[config.mk]
export PLATFORM = sky130hd
export DESIGN_NAME = ecp_dma_seq
export DESIGN_NICKNAME = d
export VERILOG_FILES = /design/src/rtl/ecp_dma_seq_pkg.sv /design/src/rtl/ecp_dma_seq_rst_sync.sv /design/src/rtl/ecp_dma_seq_fifo.sv /design/src/rtl/ecp_dma_seq_ctrl.sv /design/src/rtl/ecp_dma_seq.sv
export SDC_FILE = /design/constraint.sdc
export NUM_CORES = 1
export LEC_CHECK = 0
export BUFFER_PORTS_ARGS = -buffer_cell sky130_fd_sc_hd__buf_4
export CORE_MARGIN = 3
export CORE_UTILIZATION = 62
export CTS_CLUSTER_SIZE = 14
export DETAILED_ROUTE_END_ITERATION = 7
export GPL_ROUTABILITY_DRIVEN = 0
export PLACE_DENSITY_LB_ADDON = 0.25
export SETUP_SLACK_MARGIN = 0.1
export SLEW_MARGIN = 10
export SYNTH_ARGS = -nofsm -noshare
export SYNTH_HDL_FRONTEND = slang
export SYNTH_SLANG_ARGS = --single-unit
[constraint.sdc]
create_clock -name clk -period 4.7 [get_ports clk]
set_input_delay 0.47 -clock clk [delete_from_list [all_inputs] [get_ports clk]]
set_output_delay 0.47 -clock clk [all_outputs]
set_load 0.01 [all_outputs]
[src/rtl/ecp_dma_seq_pkg.sv]
package ecp_dma_seq_pkg;
  typedef enum logic [1:0] {
    ST_IDLE  = 2'd0,
    ST_REQ   = 2'd1,
    ST_BURST = 2'd2,
    ST_GAP   = 2'd3
  } seq_state_t;
endpackage

[src/rtl/ecp_dma_seq_rst_sync.sv]
module ecp_dma_seq_rst_sync #(
  parameter int STAGES = 2  // two or more
) (
  input  logic clk,
  input  logic rst_n_async,
  output logic rst_n_sync
);
  logic [STAGES-1:0] chain_q;

  always_ff @(posedge clk or negedge rst_n_async) begin
    if (!rst_n_async) chain_q <= '0;
    else              chain_q <= {chain_q[STAGES-2:0], 1'b1};
  end

  assign rst_n_sync = chain_q[STAGES-1];
endmodule

[src/rtl/ecp_dma_seq_fifo.sv]
module ecp_dma_seq_fifo #(
  parameter int WIDTH = 8,
  parameter int DEPTH = 8   // power of two
) (
  input  logic             clk,
  input  logic             rst_n,
  input  logic             push,
  input  logic [WIDTH-1:0] push_data,
  input  logic             pop,
  output logic [WIDTH-1:0] head,
  output logic             empty,
  output logic             full
);
  localparam int PTR_W = $clog2(DEPTH);
  localparam int CNT_W = PTR_W + 1;

  logic [WIDTH-1:0] mem [DEPTH];
  logic [PTR_W-1:0] wr_ptr_q, wr_ptr_d, rd_ptr_q, rd_ptr_d;
  logic [CNT_W-1:0] cnt_q, cnt_d;
  logic             push_ok, pop_ok;

  assign empty   = (cnt_q == '0);
  assign full    = (cnt_q == CNT_W'(DEPTH));
  assign push_ok = push && !full;
  assign pop_ok  = pop && !empty;
  assign head    = mem[rd_ptr_q];

  always_comb begin
    wr_ptr_d = wr_ptr_q;
    rd_ptr_d = rd_ptr_q;
    cnt_d    = cnt_q;
    if (push_ok) wr_ptr_d = wr_ptr_q + 1'b1;
    if (pop_ok)  rd_ptr_d = rd_ptr_q + 1'b1;
    if (push_ok && !pop_ok)      cnt_d = cnt_q + 1'b1;
    else if (pop_ok && !push_ok) cnt_d = cnt_q - 1'b1;
  end

  always_ff @(posedge clk or negedge rst_n) begin
    if (!rst_n) begin
      wr_ptr_q <= '0;
      rd_ptr_q <= '0;
      cnt_q    <= '0;
    end else begin
      wr_ptr_q <= wr_ptr_d;
      rd_ptr_q <= rd_ptr_d;
      cnt_q    <= cnt_d;
    end
  end

  always_ff @(posedge clk) begin
    if (push_ok) mem[wr_ptr_q] <= push_data;
  end

  AST_FIFO_FULL_BLOCKS: assert property (@(posedge clk) disable iff (!rst_n)
    (full && push && !pop) |=> full && $stable(wr_ptr_q));
endmodule

[src/rtl/ecp_dma_seq_ctrl.sv]
module ecp_dma_seq_ctrl
  import ecp_dma_seq_pkg::*;
(
  input  logic clk,
  input  logic rst_n,
  input  logic link_rev,
  input  logic buf_empty,
  input  logic buf_full,
  input  logic dma_ack,
  input  logic cpu_cs,
  input  logic dma_tc,
  output logic dma_req,
  output logic dma_dir,
  output logic burst
);
  seq_state_t state_q, state_d;
  logic       dir_q;
  logic       dir_en;
  logic       want_req;

  assign want_req = link_rev ? !buf_empty : !buf_full;
  assign dir_en   = (state_q == ST_IDLE);

  always_comb begin
    state_d = state_q;
    unique case (state_q)
      ST_IDLE:  if (want_req) state_d = ST_REQ;
      ST_REQ: begin
        if (dma_tc)                 state_d = ST_GAP;
        else if (dma_ack && cpu_cs) state_d = ST_BURST;
      end
      ST_BURST: if (dma_tc) state_d = ST_GAP;
      ST_GAP:   state_d = ST_IDLE;
      default:  state_d = ST_IDLE;
    endcase
  end

  always_ff @(posedge clk or negedge rst_n) begin
    if (!rst_n) begin
      state_q <= ST_IDLE;
      dir_q   <= 1'b0;
    end else begin
      state_q <= state_d;
      if (dir_en) dir_q <= link_rev;
    end
  end

  assign dma_req = (state_q == ST_REQ) || (state_q == ST_BURST);
  assign burst   = (state_q == ST_BURST);
  assign dma_dir = dir_q;

  AST_REQ_HAS_ROOM: assert property (@(posedge clk) disable iff (!rst_n)
    $rose(dma_req) |-> (dma_dir ? !$past(buf_empty) : !$past(buf_full)));
  AST_DIR_HELD: assert property (@(posedge clk) disable iff (!rst_n)
    dma_req |=> (!dma_req || $stable(dma_dir)));
  AST_GRANT_FIRST: assert property (@(posedge clk) disable iff (!rst_n)
    $rose(burst) |-> $past(dma_ack && cpu_cs));
  AST_TC_RELEASE: assert property (@(posedge clk) disable iff (!rst_n)
    (dma_req && dma_tc) |=> !dma_req);
  AST_IDLE_GAP: assert property (@(posedge clk) disable iff (!rst_n)
    $fell(dma_req) |=> !dma_req);
endmodule

[src/rtl/ecp_dma_seq.sv]
module ecp_dma_seq #(
  parameter int DATA_W = 8,
  parameter int DEPTH  = 8
) (
  input  logic              clk,
  input  logic              rst_n,
  input  logic              link_rev,
  input  logic              port_push,
  input  logic [DATA_W-1:0] port_wdata,
  input  logic              port_pop,
  output logic [DATA_W-1:0] port_rdata,
  output logic              buf_empty,
  output logic              buf_full,
  output logic              dma_req,
  output logic              dma_dir,
  input  logic              dma_ack,
  input  logic              cpu_cs,
  input  logic              dma_tc,
  input  logic              cpu_rd,
  input  logic              cpu_wr,
  input  logic [DATA_W-1:0] cpu_wdata,
  output logic [DATA_W-1:0] cpu_rdata,
  output logic              burst_err
);
  logic              rst_s;
  logic              burst;
  logic              rd_go, wr_go, err_set;
  logic              fifo_push, fifo_pop;
  logic [DATA_W-1:0] fifo_wdata, head;
  logic [DATA_W-1:0] rdata_q;
  logic              err_q;

  ecp_dma_seq_rst_sync #(.STAGES(2)) i_rst_sync (
    .clk(clk), .rst_n_async(rst_n), .rst_n_sync(rst_s)
  );

  ecp_dma_seq_ctrl i_ctrl (
    .clk(clk), .rst_n(rst_s), .link_rev(link_rev),
    .buf_empty(buf_empty), .buf_full(buf_full),
    .dma_ack(dma_ack), .cpu_cs(cpu_cs), .dma_tc(dma_tc),
    .dma_req(dma_req), .dma_dir(dma_dir), .burst(burst)
  );

  // processor strobes count only inside a granted burst with chip select
  assign rd_go   = burst && cpu_cs && cpu_rd && dma_dir;
  assign wr_go   = burst && cpu_cs && cpu_wr && !dma_dir;
  assign err_set = (rd_go && buf_empty) || (wr_go && buf_full);

  // each direction owns one FIFO end per side
  assign fifo_push  = dma_dir ? port_push  : wr_go;
  assign fifo_wdata = dma_dir ? port_wdata : cpu_wdata;
  assign fifo_pop   = dma_dir ? rd_go      : port_pop;

  ecp_dma_seq_fifo #(.WIDTH(DATA_W), .DEPTH(DEPTH)) i_fifo (
    .clk(clk), .rst_n(rst_s), .push(fifo_push), .push_data(fifo_wdata),
    .pop(fifo_pop), .head(head), .empty(buf_empty), .full(buf_full)
  );

  always_ff @(posedge clk or negedge rst_s) begin
    if (!rst_s) begin
      rdata_q <= '0;
      err_q   <= 1'b0;
    end else begin
      if (rd_go && !buf_empty) rdata_q <= head;
      if (err_set)             err_q   <= 1'b1;
    end
  end

  assign cpu_rdata  = rdata_q;
  assign burst_err  = err_q;
  assign port_rdata = head;

  AST_ERR_STICKY: assert property (@(posedge clk) disable iff (!rst_s)
    $past(burst_err) |-> burst_err);
  AST_RDATA_QUIET: assert property (@(posedge clk) disable iff (!rst_s)
    !cpu_cs |=> $stable(cpu_rdata));
endmodule

==> reports/qor.yml <==
clock_tree:
  cts_tree: "done"
  cts_max_path_buffers: 2
  clk-insertion-delay-late_ps: 340
  clock-sinks: 88
  post_cts_buffers: 0
  ctsHtreeMaxLevel: 3
  root_buffer: "clkbuf_8"
  clkTransAtPathRegs_ps: 80
  numCtsBuffers: 9
worst_hold_path:
  min_path_cells: 0
  min_to: "i_rst_sync.chain_q[1]"
  hp-start: "i_rst_sync.chain_q[0]"
  hold_class: "reg2reg"
power:
  sw_frac_of_total: 0.309
  seq_power_share: 0.433
  power_density_nw_per_um2: 653
  power_leakage_uw: 0.00169
  p_clk_frac: 0.225
  power.switching_uw: 902
  peakVddDrop_mv: 0.394
  p_int_uw: 2010
  share_comb_of_total_power: 0.342
yosys:
  synth_compound_area_frac: 0.0314
  yosys.area_share.simple: 0.0416
  synth_fa_ha_area_frac: 0.0350
  yosysTopAreaCell: "edfxtp_1"
  synthMuxAreaShare: 0.189
  synth_top_family_by_area: "multiplexers"
  synth_edf_count: 64
  syn_area_per_cell_um2: 17.9
  postSynthCellCount: 211
  syn-num-nets: 247
  synth-xor-area-share: 0.0162
  synth_ff_type: "edfxtp_1"
  synth_top_area_frac: 0.507
  async_flop_share: 0.273
  synth.area.top_cells: "edfxtp_1 (51%), dfrtp_1 (16%), mux2_2 (8.0%), mux4_2 (5.4%), mux4_1 (4.9%)"
  yosysWarningCount: 0
  syn_area_um2: 3790
  ys_ff_latch: 88
  ys_types: 42
  seq_area_frac_synth: 0.666
critical_path:
  arrival_ps: 3220
  crit_path_start_kind: "flip-flop"
  worst-endpoint-required_ps: 4900
  reg2regPathDepth: 8
  end_kind: "flip-flop"
  timing.rr.start: "i_ctrl.dma_dir"
  cp_max_fo: 16
  r2r_end: "i_fifo.cnt_q[3]"
  reg2reg_slack_ps: 1680
  criticalPathCategory: "reg2reg"
die:
  start_util: 0.663
  fp.dieW_um: 84.2
  die_height_um: 84.2
  row_count: 27
  fp.coreArea_um2: 5710
  io_pins: 47
  dieArea_um2: 7080
status:
  status: "complete, no violations"
route:
  num_vias: 2051
  first_pass_iters: 4
  wl_per_cell_um: 20.8
  via_per_inst: 6.05
  drt_wl_total_um: 7050
  route.detailed.drc: 0
  antenna_left: 0
  drt_iter0_markers: 142
global_route:
  grt_pass1_wl_um: 11500
  grt_pass1_vias: 2171
  grt_util_met1: 0.284
  overflow: 0
  grt_max_degree: 23
  antenna_found_initial: 0
  top_usage_layer: "met2"
  use_met2: 0.365
  met3_usage: 0.0510
  grt_usage: 0.223
sta:
  hold_violations: 0
  min_period_over_period: 0.643
  finalMaxSlewViolations: 0
  finalSetupTns_ps: 0
  max_freq_mhz: 331
  timing.slew.headroom: 0.283
  fin_worst_skew_ps: 10.7
  rsz0062_at_grt: "no"
  tightest_slew_ps: 1070
  period_needed_ps: 3020
  finalSetupViolCount: 0
placed_design:
  place_hpwl_um: 4650
  io_buffers: 46
finish:
  seqCellArea_um2: 2520
  multi_input_area_um2: 1210
  drive_above_1_share: 0.390
  fillCellCount: 314
  antenna_cells: 0
  areaGrowthSynthToFinish_pct: 18.0
  nets: 298
  utilization: 0.783
job:
  maxCapViolCount: 0
power by group through the flow:
stage | Sequential (µW) | Combinational [µW] | Clock (µW)
after floorplan | 1150 | 782 | 0
after global placement | 1270 | 963 | 0
after detailed placement | 1280 | 997 | 0
after CTS | 1270 | 1010 | 671
after global routing | 1300 | 1100 | 699
final | 1260 | 997 | 655
placed cells by master (no fill, tap or decap), drive strengths merged, types with 2 or more instances in the layout:
master / n
mux4: 16
o21ai: 3
nor3b: 4
nor2: 3
a21oi: 3
ha: 9
clkbuf: 10
clkinv: 2
xor2: 3
nor3: 6
dfrtp: 24
bufinv: 4
edfxtp: 64
mux2: 28
inv: 4
nand2b: 2
buf: 48
xnor2: 4
nand2: 9
worst max path at each step:
| stage | startpoint | to | slack [ps] |
|---|---|---|---|
| 2_1_floorplan | i_fifo.cnt_q[0] | i_fifo.cnt_q[3] | 2040 |
| 3_5_place_dp | i_ctrl.dma_dir | i_fifo.cnt_q[3] | 1740 |
| 4_1_cts | i_ctrl.dma_dir | i_fifo.cnt_q[3] | 1620 |
| 3_3_place_gp | i_ctrl.dma_dir | i_fifo.cnt_q[3] | 1910 |
| 5_1_grt | i_ctrl.dma_dir | i_fifo.cnt_q[3] | 1310 |
| 6_report | i_ctrl.dma_dir | i_fifo.cnt_q[3] | 1680 |
worst max-delay path, stage by stage (launching register included):
cell	delay [ps]
dfrtp_1	630
nand4b_1	290
a22oi_1	430
ha_1	310
inv_1	120
ha_1	300
a21o_1	190
a2111oi_0	460
o31ai_1	160
repair_timing:
item | CTS | global route
hold buffers | 1 | 0
endpoints found under the setup margin | 0 | 0
resized for setup | 0 | 0
hold endpoints to repair | 2 | 0
synthesized netlist by cell type (2+ instances only):
master / instances
inv_1: 4
nor3_1: 6
nor2_1: 3
clkbuf_1: 2
a21oi_1: 3
nor3b_1: 4
o21ai_0: 3
buf_2: 2
mux4_1: 7
xnor2_1: 4
xor2_1: 3
nand2b_1: 2
mux2_2: 27
ha_1: 9
mux4_2: 9
edfxtp_1: 64
nand2_1: 9
dfrtp_1: 24
buf_1: 3
logic make-up after synthesis:
group                    Yosys count
AO/OA/AOI/OAI                     17
adder cells (fa/ha/maj)           10
other                              1
XOR/XNOR                           7
buffers and inverters             13
flip-flops                        88
AND/OR/NAND/NOR                   30
multiplexers                      45
final cells by class:
class / count / area share
Timing Repair Buffer: 49 / 0.0829
Multi-Input combinational cell: 110 / 0.271
Clock buffer: 10 / 0.0286
Tap cell: 72 / 0.0202
Clock inverter: 6 / 0.0297
Inverter: 4 / 0.00336
Sequential cell: 88 / 0.565
state kept, by name (all words and copies together), names as in the netlist:
name / count
i_fifo.mem: 64
cpu_rdata: 8
i_fifo.cnt_q: 4
i_fifo.rd_ptr_q: 3
i_fifo.wr_ptr_q: 3
i_ctrl.state_q: 2
i_rst_sync.chain_q: 2
burst_err: 1
i_ctrl.dma_dir: 1
through the flow:
step | total power, µW | hold slack [ps] | worst slack [ps] | instances | instance area (µm²)
floorplan | 1930 | 174 | 2040 | 211 | 3790
global placement | 2230 | 252 | 1910 | 322 | 4200
finish | 2920 | 357 | 1680 | 339 | 4470
global route | 3100 | 364 | 1310 | 339 | 4470
detailed placement | 2280 | 254 | 1740 | 322 | 4200
CTS | 2940 | 360 | 1620 | 339 | 4470
metal layers:
metal  routed length [µm]  share of wire
met4                   95          0.013
met5                    0              0
met3                  337          0.048
met2                 3840           0.54
met1                 2780           0.39
No activity file was read; power rests on OpenSTA's default activity.
